[config.mk]
export PLATFORM = sky130hd
export DESIGN_NAME = clkstop_top
export DESIGN_NICKNAME = d
export VERILOG_FILES = /design/src/rtl/clkstop_pkg.sv /design/src/rtl/clkstop_sync.sv /design/src/rtl/clkstop_hist.sv /design/src/rtl/clkstop_lane.sv /design/src/rtl/clkstop_top.sv
export SDC_FILE = /design/constraint.sdc
export NUM_CORES = 1
export LEC_CHECK = 0
export BUFFER_PORTS_ARGS = -buffer_cell sky130_fd_sc_hd__buf_2
export CAP_MARGIN = 30
export CORE_ASPECT_RATIO = 0.8
export CORE_MARGIN = 4
export CORE_UTILIZATION = 40
export DETAILED_ROUTE_END_ITERATION = 8
export PLACE_DENSITY = 0.58
export SYNTH_ARGS = -nofsm -noshare
export SYNTH_HDL_FRONTEND = slang
export SYNTH_HIERARCHICAL = 1
export SYNTH_SLANG_ARGS = --single-unit
[constraint.sdc]
create_clock -name clk -period 1.55 [get_ports clk]
set_input_delay 0.31 -clock clk [delete_from_list [all_inputs] [get_ports clk]]
set_output_delay 0.31 -clock clk [all_outputs]
set_load 0.02 [all_outputs]
[src/rtl/clkstop_pkg.sv]
package clkstop_pkg;
  typedef enum logic [2:0] {
    ST_RUN   = 3'd0,
    ST_WREF  = 3'd1,
    ST_WFALL = 3'd2,
    ST_PARK  = 3'd3,
    ST_WRISE = 3'd4
  } lane_st_t;
endpackage

[src/rtl/clkstop_sync.sv]
module clkstop_sync #(
  parameter int W      = 1,
  parameter int STAGES = 2
) (
  input  logic         clk,
  input  logic         rst_n,
  input  logic [W-1:0] d,
  output logic [W-1:0] q
);
  logic [W-1:0] chain [STAGES];

  always_ff @(posedge clk or negedge rst_n) begin
    if (!rst_n) begin
      for (int s = 0; s < STAGES; s++) chain[s] <= '0;
    end else begin
      chain[0] <= d;
      for (int s = 1; s < STAGES; s++) chain[s] <= chain[s-1];
    end
  end

  assign q = chain[STAGES-1];
endmodule

[src/rtl/clkstop_hist.sv]
module clkstop_hist #(
  parameter int W = 1
) (
  input  logic         clk,
  input  logic         rst_n,
  input  logic [W-1:0] cur,
  output logic [W-1:0] prev
);
  always_ff @(posedge clk or negedge rst_n) begin
    if (!rst_n) prev <= '0;
    else        prev <= cur;
  end
endmodule

[src/rtl/clkstop_lane.sv]
module clkstop_lane
  import clkstop_pkg::*;
(
  input  logic clk,
  input  logic rst_n,
  input  logic en_s,
  input  logic ref_rise,
  input  logic in_cur,
  input  logic in_prev,
  output logic gclk_out,
  output logic parked_o
);
  lane_st_t state_q, state_d;
  logic     out_q, out_d;
  logic     park_q, park_d;
  logic     in_rise, in_fall;

  assign in_rise = in_cur & ~in_prev;
  assign in_fall = ~in_cur & in_prev;

  always_comb begin
    state_d = state_q;
    unique case (state_q)
      ST_RUN:   if (!en_s) state_d = ST_WREF;
      ST_WREF:  if (en_s) state_d = ST_RUN;
                else if (ref_rise) state_d = ST_WFALL;
      ST_WFALL: if (en_s) state_d = ST_RUN;
                else if (in_fall) state_d = ST_PARK;
      ST_PARK:  if (en_s) state_d = ST_WRISE;
      ST_WRISE: if (!en_s) state_d = ST_PARK;
                else if (in_rise) state_d = ST_RUN;
      default:  state_d = ST_PARK;
    endcase
    out_d  = (state_d == ST_RUN || state_d == ST_WREF || state_d == ST_WFALL) ? in_cur : 1'b0;
    park_d = (state_d == ST_PARK || state_d == ST_WRISE);
  end

  always_ff @(posedge clk or negedge rst_n) begin
    if (!rst_n) begin
      state_q <= ST_PARK;
      out_q   <= 1'b0;
      park_q  <= 1'b1;
    end else begin
      state_q <= state_d;
      out_q   <= out_d;
      park_q  <= park_d;
    end
  end

  assign gclk_out = out_q;
  assign parked_o = park_q;

  // a parked lane never drives HIGH
  p_park_low_r9: assert property (@(posedge clk) disable iff (!rst_n)
    park_q |-> !out_q);

  // the output only falls when its sampled input was low
  p_clean_fall_r4: assert property (@(posedge clk) disable iff (!rst_n)
    $fell(out_q) |-> !$past(in_cur));

  // the output only rises on a rising edge of its input
  p_clean_rise_r7: assert property (@(posedge clk) disable iff (!rst_n)
    $rose(out_q) |-> ($past(in_cur) && !$past(in_prev)));

  // parking is only entered with the synchronized enable low
  p_sync_disable_r8: assert property (@(posedge clk) disable iff (!rst_n)
    $rose(park_q) |-> !$past(en_s));

  // leaving the reference wait needs a reference rising edge or a re-enable
  p_ref_gate_r3: assert property (@(posedge clk) disable iff (!rst_n)
    (state_q == ST_WFALL && $past(state_q) == ST_WREF) |-> $past(ref_rise));
endmodule

[src/rtl/clkstop_top.sv]
module clkstop_top #(
  parameter int NUM_OUT  = 3,
  parameter int EN_SYNC  = 2,
  parameter int CLK_SYNC = 2
) (
  input  logic               clk,
  input  logic               rst_n,
  input  logic               ref_clk_in,
  input  logic [NUM_OUT-1:0] clk_in,
  input  logic [NUM_OUT-1:0] en_cfg,
  output logic               ref_clk_out,
  output logic [NUM_OUT-1:0] clk_out,
  output logic [NUM_OUT-1:0] parked
);
  localparam int SW = NUM_OUT + 1;

  logic [SW-1:0]      smp_cur, smp_prev;
  logic [NUM_OUT-1:0] en_s;
  logic               ref_rise;
  logic               ref_q;

  clkstop_sync #(.W(SW), .STAGES(CLK_SYNC)) u_clk_sync (
    .clk(clk), .rst_n(rst_n), .d({ref_clk_in, clk_in}), .q(smp_cur));

  clkstop_sync #(.W(NUM_OUT), .STAGES(EN_SYNC)) u_en_sync (
    .clk(clk), .rst_n(rst_n), .d(en_cfg), .q(en_s));

  clkstop_hist #(.W(SW)) u_hist (
    .clk(clk), .rst_n(rst_n), .cur(smp_cur), .prev(smp_prev));

  assign ref_rise = smp_cur[NUM_OUT] & ~smp_prev[NUM_OUT];

  always_ff @(posedge clk or negedge rst_n) begin
    if (!rst_n) ref_q <= 1'b0;
    else        ref_q <= smp_cur[NUM_OUT];
  end
  assign ref_clk_out = ref_q;

  for (genvar i = 0; i < NUM_OUT; i++) begin : g_lane
    clkstop_lane u_lane (
      .clk(clk), .rst_n(rst_n), .en_s(en_s[i]), .ref_rise(ref_rise),
      .in_cur(smp_cur[i]), .in_prev(smp_prev[i]),
      .gclk_out(clk_out[i]), .parked_o(parked[i]));
  end
endmodule

Word-level counts from Yosys, hierarchy flattened
Index checks and enable logic that the tools add are counted.

Register bits after elaboration: 34. Input bits: 9. Output and inout bits: 7. Logic and storage cells: 98.

Equal/unequal tests: 24. Multiplexer cells: 30. Bitwise gates (word level): 14. Reduce and logical (&&, ||, !) cells: 15.

Operator list (count): two-way mux 3 bit (24); one-hot mux 3 bit (5 select lines) (3); equality test 3 x 2 -> 1 bit, second input constant (12); equality test 3 x 1 -> 1 bit, second input constant (6); equality test 3 bit, second input constant (6); zero test 3 bit (6); logical OR 1 bit (9); bitwise AND 1 bit (7); NOT 1 bit (7); two-way mux 1 bit (3).

Depth between registers and ports, before layout
Word-level depth: 9. Depth in mapped cells: 5. Gate-level depth less buffers: 4.

Modules after synthesis
The synthesis kept the hierarchy.

By module, submodules not included: clkstop_lane (times used 3, cells an instance 25, area an instance 269.0 sq um, seq. area each 128.9 sq um); clkstop_sync at u_clk_sync (times used 1, cells an instance 12, area an instance 230.2 sq um, seq. area each 200.2 sq um); clkstop_sync at u_en_sync (times used 1, cells an instance 9, area an instance 172.7 sq um, seq. area each 150.1 sq um); clkstop_hist (times used 1, cells an instance 4, area an instance 100.1 sq um, seq. area each 100.1 sq um); clkstop_top (times used 1, cells an instance 2, area an instance 38.8 sq um, seq. area each 25.0 sq um).

Least setup slack after synthesis
OpenSTA, ideal clock, no wires.

Kind: register to register. From: reg g_lane[0].u_lane.state_q[0]. To: reg g_lane[0].u_lane.out_q. Setup time: 0.120 ns. Arrival: 0.963 ns. Data required time: 1.430 ns. Path slack: 0.467 ns. Cell stages (with the launch flop): 4. Buffers on the path: 0. Clock period less this slack: 1.083 ns. Cells stage by stage: dfstp_2 -> nand2b_1 -> o21a_1 -> and3b_1.

Word-level cells in the longest chain between the ends: 7. Elaborated cells between the ends (all ways): 20. Those cells by class: eq/ne: 6; mux: 10; reduce/logical: 4.

RTL lines: from (decl) (line clkstop_lane.sv:13) `lane_st_t state_q, state_d;`; from (signal assigned) (line clkstop_lane.sv:44) `state_q <= state_d;`; two-way mux 3 bit, on equally long branches (line clkstop_lane.sv:31, clkstop_lane.sv:26, clkstop_lane.sv:28); two-way mux 3 bit, on equally long branches (line clkstop_lane.sv:30, clkstop_lane.sv:25, clkstop_lane.sv:27); one-hot mux 3 bit (5 select lines) (*) (line clkstop_lane.sv:23) `unique case (state_q)`; equality test 3 x 1 -> 1 bit or zero test 3 bit (tied branches) (line clkstop_lane.sv:34) `out_d = (state_d == ST_RUN || state_d == ST_WREF || state_d == ST_WFALL) ? in_cur : 1'b0;`; logical OR 1 bit (line clkstop_lane.sv:34); logical OR 1 bit (*) (line clkstop_lane.sv:34); two-way mux 1 bit (*) (line clkstop_lane.sv:34); net g_lane[0].u_lane.out_d (line clkstop_lane.sv:14) `logic out_q, out_d;`; to (signal assigned) (line clkstop_lane.sv:45) `out_q <= out_d;`; to (decl) (line clkstop_lane.sv:14).

The timed path passes the listed nets; every way through them passes the cells marked *.

Worst setup path after layout
From: reg g_lane[0].u_lane.park_q. To: out parked[0].

RTL lines: from (decl) (line clkstop_lane.sv:15) `logic park_q, park_d;`; from (signal assigned) (line clkstop_lane.sv:46) `park_q <= park_d;`; to (decl) (line clkstop_top.sv:13) `output logic [NUM_OUT-1:0] parked`.

No word-level cell between the ends.

==> run_results.csv <==
group,metric,value,unit
global_routing,grt_max_degree,20,
drt,drc,0,
floorplan,initial_core_util,0.428,
sta,fin_crit_sh,0.803,
critical_path,critical_path_class,"flop to output pin",
drt,wl_met3,117,µm
drt,vias,761,
sta,hold_viol,0,
final_layout,diodes,0,
drt,wl_per_cell,12.2,µm
sta,worst_pin_slew,401,ps
synthesis,synthSimpleGateAreaFrac,0.141,
sta,slew_headroom,0.733,
place,gp_congestion,0.707,
place,dpl.hpwl,1370,µm
critical_path,critPathCaptureType,"output pin",
cts,ctsResizeCount,0,
floorplan,die-area,4370,µm²
critical_path,cp.arrival,930,ps
power_and_ir_drop,switching_share,0.224,
synthesis,synth_xor_area_frac,0,
cts,ctsHoldBuffers,1,
synthesis,yosysTopAreaCellShare,0.464,
synthesis,yosysWarningCount,6,
critical_path,cp-start-kind,"flop",
synthesis,ys_top_cells_by_area,"dfrtp_1 (46%), dfstp_2 (18%), buf_4 (3.9%)",
global_routing,grt.total_usage,0.101,
floorplan,die_h,59.9,µm
synthesis,synth_top_family_by_area,"compound AO/OA/AOI/OAI gates",
cts,cts_root_buf,"clkbuf_8",
final_layout,finalInstanceArea,1540,µm²
drt,dr.pass1.iters,4,
drt,drtIter0Drc,36,
critical_path,cp_num_buf_inv,1,
sta,min_period,1240,ps
drt,top_layer,"met4",
drt,wirelength,1960,µm
global_routing,antenna_found_initial,0,
cts,clkSinkCount,34,
power_and_ir_drop,p_sw,0.398,mW
sta,timing.fmax,0.803,GHz
power_and_ir_drop,internal_power,1.38,mW
drt,route.met2.wl,845,µm
synthesis,synth_fp_nets,111,
global_routing,grt_pass1_wl,3270,µm
global_routing,grt_overflow_total,0,
power_and_ir_drop,vdd_drop_max,0.580,mV
global_routing,grt_pass1_vias,741,
power_and_ir_drop,p_per_area,1150,nW/µm²
synthesis,ys.flop_type,"dfrtp_1",
critical_path,critPathMaxStageDelay,510,ps
synthesis,yosys-top-cells-count,"dfrtp_1 (25), dfstp_2 (9), buf_4 (7)",
floorplan,coreArea,3150,µm²
synthesis,async_reset_ff_frac,1.00,
floorplan,io_pins,16,
synthesis,synth_top_cell_by_area,"dfrtp_1",
floorplan,fp-row-count,18,
critical_path,timing.critical_path.slowest_stage_cell,"dfstp_2",
sta,finalSetupViolCount,0,
drt,avgViaCountPerCell,4.76,
sta,skew,4.85,ps
final_layout,fin_util,0.489,
job,cap_viol_max_count,0,
critical_path,cp_top_family,"flip-flops",
critical_path,crit_chain,"buf_2",
worst_hold_path,hp-class,"input port to flop",
synthesis,ys_seq_area_frac,0.639,
synthesis,muxShareOfSynthArea,0,
final_layout,nFillCells,303,
power_and_ir_drop,pwr-share-seq,0.560,
final_layout,drive_above_1_share,0.375,
cts,cts_made_buffers,5,
critical_path,crit_required,1240,ps
synthesis,postSynthCellCount,102,
power_and_ir_drop,combPwrFrac,0.079,
synthesis,synth_edf_count,0,
outcome,status,"completed",
final_layout,area_delta_synth_final,14.4,%
synthesis,yosysMostFrequentCell,"dfrtp_1",
sta,rsz0062_at_grt,"no",
cts,clk_latency,270,ps
cts,clk_path_buf_depth,2,
synthesis,ys_seq_elements,34,
cts,cts_tree,"done",
synthesis,syn_area_per_cell,13.2,µm²
synthesis,synth_cell_types,19,
synthesis,netlist_area,1350,µm²
cts,clk_pin_slew,70,ps
drt,ant_nets,0,
power_and_ir_drop,leakage,0.679,nW
place,dpl_cell_area,1440,µm²
power_and_ir_drop,pwr-share-clk,0.361,
place,io_buffer_count,15,
synthesis,synth_compound_area_frac,0.164,
cts,post-cts-setup-buffers,0,
drt,drt-met1-wl,980,µm
synthesis,synthAdderAreaFrac,0,
cts,htreeDepth,2,
sta,maxSlewViolCount,0,
critical_path,path_max_fanout,1,
sta,final.setup.tns,0,ps
final_layout,nets,128,
floorplan,die_w,72.9,µm
## area by class of cell
cell class	instances	area, µm²	share of cell area
Clock inverter	1	5.00	0.00324
Sequential cell	34	862	0.559
Multi-Input combinational cell	55	412	0.267
Inverter	6	22.5	0.0146
Tap cell	40	50.0	0.0324
Timing Repair Buffer	17	105	0.0681
Clock buffer	7	86.3	0.0560
## layer usage
metal / track usage / vias to the layer above
met2: 0.154 / 16
met5: 0 / -
met1: 0.127 / 358
li1: - / 385
met3: 0.0454 / 2
met4: 0.0395 / 0
## power by group through the flow
stage          logic (mW)  clock network [mW]  registers, mW
2_1_floorplan      0.0943                   0           1.01
3_3_place_gp        0.138                   0           1.01
3_5_place_dp        0.141                   0           1.01
4_1_cts             0.144               0.659          0.995
5_1_grt             0.157               0.714           1.00
6_report            0.140               0.641          0.996
## per-stage QoR
stage	worst slack (ps)	hold WS [ps]	total power, mW	std cells
after floorplan	467	14.4	1.10	102
after global placement	415	252	1.15	151
after detailed placement	386	255	1.15	151
after CTS	294	134	1.80	160
after global routing	271	122	1.87	160
final	305	139	1.78	160
## kinds of logic (layout without fill, tap and decap cells)
logic type | after synthesis | in the layout
DFF | 34 | 34
AOI/OAI and AO/OA | 30 | 30
and+or+nand+nor | 25 | 25
buffers and inverters | 13 | 31
## cell usage in the layout (no fill, tap or decap)
cell / Yosys / routed
o21ai_0: 3 / 3
and3b_1: 3 / 3
buf_12: 0 / 1
a21oi_1: 6 / 6
o21a_1: 3 / 3
inv_1: 6 / 6
nor3b_1: 3 / 3
a21o_2: 3 / 3
o32a_2: 3 / 3
clkbuf_1: 0 / 1
dfstp_2: 9 / 9
nand2b_1: 6 / 6
nor2b_1: 6 / 6
dlygate4sd3_1: 0 / 1
buf_2: 0 / 15
nor2b_4: 1 / 1
dfrtp_1: 25 / 25
a31oi_1: 3 / 3
nor2_1: 3 / 3
clkbuf_8: 0 / 6
clkinv_2: 0 / 1
o22a_2: 3 / 3
nand2b_4: 3 / 3
a22oi_1: 6 / 6
## final timing paths
path	startpoint	endpoint	slack, ps	depth (start not counted)
max reg2reg	g_lane[1].u_lane/state_q[0]$_DFF_PN1_	g_lane[1].u_lane/gclk_out$_DFF_PN0_	370	3
max in group asynchronous	rst_n	g_lane[0].u_lane/state_q[0]$_DFF_PN1_	550	3
min in group asynchronous	rst_n	g_lane[2].u_lane/gclk_out$_DFF_PN0_	490	2
min	ref_clk_in	u_clk_sync/chain[7]$_DFF_PN0_	140	1
max	g_lane[0].u_lane/parked_o$_DFF_PN1_	parked[0]	310	1
min reg2reg	u_clk_sync/chain[7]$_DFF_PN0_	u_clk_sync/q[3]$_DFF_PN0_	350	0
## sequential cells by signal, indices dropped and copies added, names as in the netlist
signal and cells:
ref_clk_out 1, u_en_sync/chain 3, g_lane.u_lane/parked_o 3, u_en_sync/q 3, u_hist/prev 4, g_lane.u_lane/state_q 9, u_clk_sync/q 4, g_lane.u_lane/gclk_out 3
u_clk_sync/chain 4
Note: power is estimated with default switching activity, not from simulation.
